**src/rtl/hall_tach_pkg.sv**
```systemverilog
package hall_tach_pkg;

  localparam int unsigned HALL_W = 3;

  typedef logic [HALL_W-1:0] hall_vec_t;

  // Pulse length in clock cycles from a clock rate and a width in microseconds.
  function automatic int unsigned pulse_cycles(input int unsigned clk_hz,
                                               input int unsigned width_us);
    int unsigned n;
    n = (clk_hz / 1_000_000) * width_us;
    if (n < 1) n = 1;
    return n;
  endfunction

endpackage

```
**src/rtl/hall_sync_chain.sv**
```systemverilog
module hall_sync_chain #(
  parameter int unsigned WIDTH  = 3,
  parameter int unsigned STAGES = 2
) (
  input  logic             clk,
  input  logic             rst_n,
  input  logic [WIDTH-1:0] d_async,
  output logic [WIDTH-1:0] q_sync
);

  logic [WIDTH-1:0] stage_q [STAGES];

  generate
    for (genvar s = 0; s < STAGES; s++) begin : g_stage
      logic [WIDTH-1:0] stage_d;
      if (s == 0) begin : g_first
        assign stage_d = d_async;
      end else begin : g_rest
        assign stage_d = stage_q[s-1];
      end

      always_ff @(posedge clk or negedge rst_n) begin
        if (!rst_n) begin
          stage_q[s] <= '0;
        end else begin
          stage_q[s] <= stage_d;
        end
      end
    end
  endgenerate

  assign q_sync = stage_q[STAGES-1];

endmodule

```
**src/rtl/hall_prime_ctrl.sv**
```systemverilog
module hall_prime_ctrl #(
  parameter int unsigned STAGES = 2
) (
  input  logic clk,
  input  logic rst_n,
  output logic primed
);

  localparam int unsigned LIMIT = STAGES + 1;
  localparam int unsigned CW    = $clog2(LIMIT + 1);
  localparam logic [CW-1:0] LIMIT_V = CW'(LIMIT);

  logic [CW-1:0] fill_q;
  logic [CW-1:0] fill_d;
  logic          fill_en;

  always_comb begin
    fill_en = (fill_q != LIMIT_V);
    fill_d  = fill_q + 1'b1;
  end

  always_ff @(posedge clk or negedge rst_n) begin
    if (!rst_n) begin
      fill_q <= '0;
    end else if (fill_en) begin
      fill_q <= fill_d;
    end
  end

  assign primed = (fill_q == LIMIT_V);

endmodule

```
**src/rtl/hall_pos_reg.sv**
```systemverilog
module hall_pos_reg
  import hall_tach_pkg::*;
(
  input  logic      clk,
  input  logic      rst_n,
  input  hall_vec_t hall_sync,
  input  logic      primed,
  input  logic      blank,
  output hall_vec_t pos_q,
  output logic      fire
);

  hall_vec_t pos_d;
  logic      pos_en;
  logic      differs;

  always_comb begin
    differs = (hall_sync != pos_q);
    fire    = primed && !blank && differs;
    // During priming the register simply follows the synchronizer.
    pos_en  = !primed || fire;
    pos_d   = hall_sync;
  end

  always_ff @(posedge clk or negedge rst_n) begin
    if (!rst_n) begin
      pos_q <= '0;
    end else if (pos_en) begin
      pos_q <= pos_d;
    end
  end

endmodule

```
**src/rtl/tach_oneshot.sv**
```systemverilog
module tach_oneshot #(
  parameter int unsigned PULSE_CYCLES = 5650
) (
  input  logic clk,
  input  logic rst_n,
  input  logic fire,
  output logic active
);

  localparam int unsigned CW = (PULSE_CYCLES > 1) ? $clog2(PULSE_CYCLES) : 1;
  localparam logic [CW-1:0] LOAD_V = CW'(PULSE_CYCLES - 1);

  logic          act_q;
  logic          act_d;
  logic [CW-1:0] cnt_q;
  logic [CW-1:0] cnt_d;
  logic          cnt_en;

  always_comb begin
    act_d  = act_q;
    cnt_d  = cnt_q;
    cnt_en = 1'b0;
    if (!act_q && fire) begin
      act_d  = 1'b1;
      cnt_d  = LOAD_V;
      cnt_en = 1'b1;
    end else if (act_q) begin
      if (cnt_q == '0) begin
        act_d = 1'b0;
      end else begin
        cnt_d  = cnt_q - 1'b1;
        cnt_en = 1'b1;
      end
    end
  end

  always_ff @(posedge clk or negedge rst_n) begin
    if (!rst_n) begin
      act_q <= 1'b0;
    end else begin
      act_q <= act_d;
    end
  end

  always_ff @(posedge clk or negedge rst_n) begin
    if (!rst_n) begin
      cnt_q <= '0;
    end else if (cnt_en) begin
      cnt_q <= cnt_d;
    end
  end

  assign active = act_q;

endmodule

```
**src/rtl/hall_tach_blank.sv**
```systemverilog
module hall_tach_blank
  import hall_tach_pkg::*;
#(
  parameter int unsigned CLK_HZ      = 50_000_000,
  parameter int unsigned PULSE_US    = 113,
  parameter int unsigned SYNC_STAGES = 2
) (
  input  logic       clk,
  input  logic       rst_n,
  input  logic [2:0] hall,
  output logic       tach_out,
  output logic [2:0] hall_latched
);

  localparam int unsigned PULSE_CYCLES = pulse_cycles(CLK_HZ, PULSE_US);

  hall_vec_t hall_sync;
  hall_vec_t pos_q;
  logic      primed;
  logic      fire;
  logic      pulse_active;

  hall_sync_chain #(
    .WIDTH  (HALL_W),
    .STAGES (SYNC_STAGES)
  ) u_sync (
    .clk     (clk),
    .rst_n   (rst_n),
    .d_async (hall),
    .q_sync  (hall_sync)
  );

  hall_prime_ctrl #(
    .STAGES (SYNC_STAGES)
  ) u_prime (
    .clk    (clk),
    .rst_n  (rst_n),
    .primed (primed)
  );

  hall_pos_reg u_pos (
    .clk       (clk),
    .rst_n     (rst_n),
    .hall_sync (hall_sync),
    .primed    (primed),
    .blank     (pulse_active),
    .pos_q     (pos_q),
    .fire      (fire)
  );

  tach_oneshot #(
    .PULSE_CYCLES (PULSE_CYCLES)
  ) u_shot (
    .clk    (clk),
    .rst_n  (rst_n),
    .fire   (fire),
    .active (pulse_active)
  );

  assign tach_out     = pulse_active;
  assign hall_latched = pos_q;

endmodule

```
**config.mk**
```make
export PLATFORM = sky130hd
export DESIGN_NAME = hall_tach_blank
export DESIGN_NICKNAME = d
export VERILOG_FILES = /design/src/rtl/hall_tach_pkg.sv /design/src/rtl/hall_sync_chain.sv /design/src/rtl/hall_prime_ctrl.sv /design/src/rtl/hall_pos_reg.sv /design/src/rtl/tach_oneshot.sv /design/src/rtl/hall_tach_blank.sv
export SDC_FILE = /design/constraint.sdc
export NUM_CORES = 1
export LEC_CHECK = 0
export BUFFER_PORTS_ARGS = -buffer_cell sky130_fd_sc_hd__buf_4
export CAP_MARGIN = 20
export CELL_PAD_IN_SITES_DETAIL_PLACEMENT = 1
export CELL_PAD_IN_SITES_GLOBAL_PLACEMENT = 1
export CORE_ASPECT_RATIO = 0.9
export CORE_MARGIN = 2
export CORE_UTILIZATION = 49
export DETAILED_ROUTE_END_ITERATION = 6
export PLACE_DENSITY_LB_ADDON = 0.1
export SYNTH_ARGS = -nofsm -noshare
export SYNTH_HDL_FRONTEND = slang
export SYNTH_HIERARCHICAL = 1
export SYNTH_SLANG_ARGS = --single-unit
```
**constraint.sdc**
```tcl
create_clock -name clk -period 3.9 [get_ports clk]
set_input_delay 0.78 -clock clk [delete_from_list [all_inputs] [get_ports clk]]
set_output_delay 0.78 -clock clk [all_outputs]
set_load 0.005 [all_outputs]
```
==> metrics <==
most frequent cells in the layout 25 x dfrtp_1, 11 x nand2_1, 8 x buf_4; clk_skew roughly 0.022 ns; cts hold-fix bufs 0; initial antenna violation count 0; full die area between 2000 and 3000 um2; setup_tns 0 ns; Startpoint Class flop; unrepaired setup endpoints after global routing false; commonest non-fill, non-tap cell in the layout dfrtp_1; fin nets about 120; f_max slightly below 500 MHz; largest net degree at the start of global routing 26; worst hold path type in2async; CTS sink cnt 25; Hold Violations, Final 0; Post CTS Setup Buffer Count 0; Avg Synthesized Cell Area roughly 11 um2; Final min period between 2 and 2.5 ns; outcome finished clean; Vert. Die Dim 50.1 um; leakage 0.547 nW; syn_nets roughly 110; CP startpoint u_shot/cnt_q[8]$_DFFE_PN0P_; met3 wire length 113 um; via count around 850; CP max FO 6; max layer used met4; post-synthesis cell area approximately 1200 um2; global-route wire length before repair approximately 4400 um; CTS buffer count 3; sw power ~300 uW; fraction of layout cells with a size suffix above 1 approximately an eighth; Seq/Total Area, Yosys roughly 54%; Worst slew margin a little under two fifths; Critical Path Sink Type flop; final WL 2440 um; part of the power in combinational logic 30.9%; grt ovf 0; final antenna-violating net count 0; detailed placement HPWL roughly 1700 um; root buffer cell clkbuf_4; routed wl met2 1140 um; kind of critical path reg2reg; clock tree from TritonCTS yes; Layout area overhead 9.42%; max-cap violations 0; area of the core 2200 um2; number of synthesized register bits 25; Slew Viols, Final 0; Worst Path Required 4.14 ns; I/O pin count 9; TritonRoute pass-1 iters 4; Fill cells ~250; DP Worst Slack 1.89 ns; Register Area between 600 and 700 um2; GRT Util Overall roughly 21%; Synth Instances 104; Worst-Margin Slew slightly above 0.9 ns; vias in the first global route approximately 870; number of H-tree levels 1; Final GP Congestion between 0.7 and 0.8; post-cts sizing count 0; final setup vio count 0; Post-route DRC 0; Peak supply drop slightly above 0.4 mV; Warnings, synthesis 6; Worst Setup Slack, final 1.89 ns; Net Sw Frac a little under two fifths; clk_lat worst skew 0.33 ns; wl on met1 between 1000 and 1500 um; Hold Slack approximately 0.31 ns; mean routed wirelength per cell between 15 and 20 um; Internal Power between 500 and 600 uW; multi-input logic area between 500 and 600 um2; Unique masters post-synth 33; number of antenna repair diodes 0; DRT iter0 DRCs 14; row cnt 16; Die Width between 50 and 60 um; sequential share of power between 50 and 60%; clk buf depth 2; power per cell area about 640 nW/um2; number of port buffers 8; reg2reg start u_shot/cnt_q[8]$_DFFE_PN0P_; Clk pwr share between 10% and 20%; Worst-path clk slew roughly 0.15 ns; initial core utilization a little over half; critical path data arrival time about 2.3 ns; drt via density about 6.1; ratio of final minimum period to clock period 51.6%
-- worst max-delay path: stages (launching register included) --
cell and delay, ns:
dfrtp_1 0.44, nor4_1 0.59, nand4_1 0.39, nand2_1 0.30, mux2i_1 0.21
-- stage by stage --
step	cells	power, mW	instance area [um2]	utilization (%)
after CTS	140	0.813	1260	57.4
after global placement	136	0.670	1240	56.2
final	140	0.806	1260	57.4
after detailed placement	136	0.691	1240	56.2
after floorplan	104	0.589	1160	-
after global routing	140	0.876	1260	57.4
-- cells in the mapped netlist (all sizes together) --
cell type,count,area share (%)
nor3b,1,0.65
nand3b,1,0.65
o21ai,3,1.3
nand2,11,3.6
clkbuf,2,0.76
a21oi,2,0.87
or3,2,1.1
a311oi,1,0.76
inv,3,0.97
or4,2,1.3
a31o,1,0.76
nand2b,1,0.54
a211oi,1,0.65
nand4bb,1,0.97
dfrtp,25,54
nor3,2,0.87
nand4,3,1.6
buf,1,0.32
nand3,5,2.2
and4,1,0.76
nor2b,3,1.6
ha,4,4.3
mux2i,5,4.3
nor2,5,1.6
xnor2,4,3.0
and3,1,0.54
mux2,4,4.2
nor4,3,1.6
o31ai,3,1.9
a31oi,1,0.54
nor4b,2,1.5
-- metal layers --
layer	track usage [%]	vias to the layer above
met4	2.44	0
met3	5.51	2
li1	-	397
met5	0	-
met2	34.3	18
met1	28.0	437
-- power groups by stage --
| stage | Clock [mW] | Combinational [mW] | Sequential [mW] |
|---|---|---|---|
| 2_1_floorplan | 0 | 0.174 | 0.415 |
| 3_3_place_gp | 0 | 0.232 | 0.438 |
| 3_5_place_dp | 0 | 0.248 | 0.443 |
| 4_1_cts | 0.123 | 0.251 | 0.439 |
| 5_1_grt | 0.135 | 0.282 | 0.459 |
| 6_report | 0.116 | 0.249 | 0.441 |
-- logic make-up (layout without fill, tap and decap cells) --
kind of cell	Yosys count	after routing	share of synthesized area (%)
and+or+nand+nor	44	44	21.1
DFF	25	25	54.1
AOI/OAI and AO/OA	12	12	6.82
muxes	9	9	8.55
buffers and inverters	6	15	2.06
adders and majority gates	4	4	4.33
xor gates and xnor gates	4	4	3.03
-- final timing paths --
check | slack, ns | cells after the start | to
min in group clk | 0.37 | 0 | u_sync/q_sync[0]$_DFF_PN0_
min reg2reg | 0.37 | 0 | u_sync/q_sync[0]$_DFF_PN0_
min | 0.31 | 1 | u_prime/fill_q[0]$_DFFE_PN0P_
max in group asynchronous | 3.32 | 1 | u_sync/q_sync[2]$_DFF_PN0_
max | 1.89 | 4 | u_shot/cnt_q[1]$_DFFE_PN0P_
max reg2reg | 1.89 | 4 | u_shot/cnt_q[1]$_DFFE_PN0P_
-- sequential cells by signal (all words and copies together), names as in the netlist --
register	flops
u_pos/pos_q	3
u_prime/fill_q	2
u_shot/active	1
u_shot/cnt_q	13
u_sync/g_stage.stage_d	3
u_sync/q_sync	3
-- layout make-up --
type | instances | area share, %
Clock inverter | 1 | 0.396
Timing Repair Buffer | 8 | 4.75
Tap cell | 27 | 2.67
Clock buffer | 3 | 1.78
Sequential cell | 25 | 49.5
Multi-Input combinational cell | 73 | 40.1
Inverter | 3 | 0.890
Note: power is estimated with default switching activity, not from simulation.
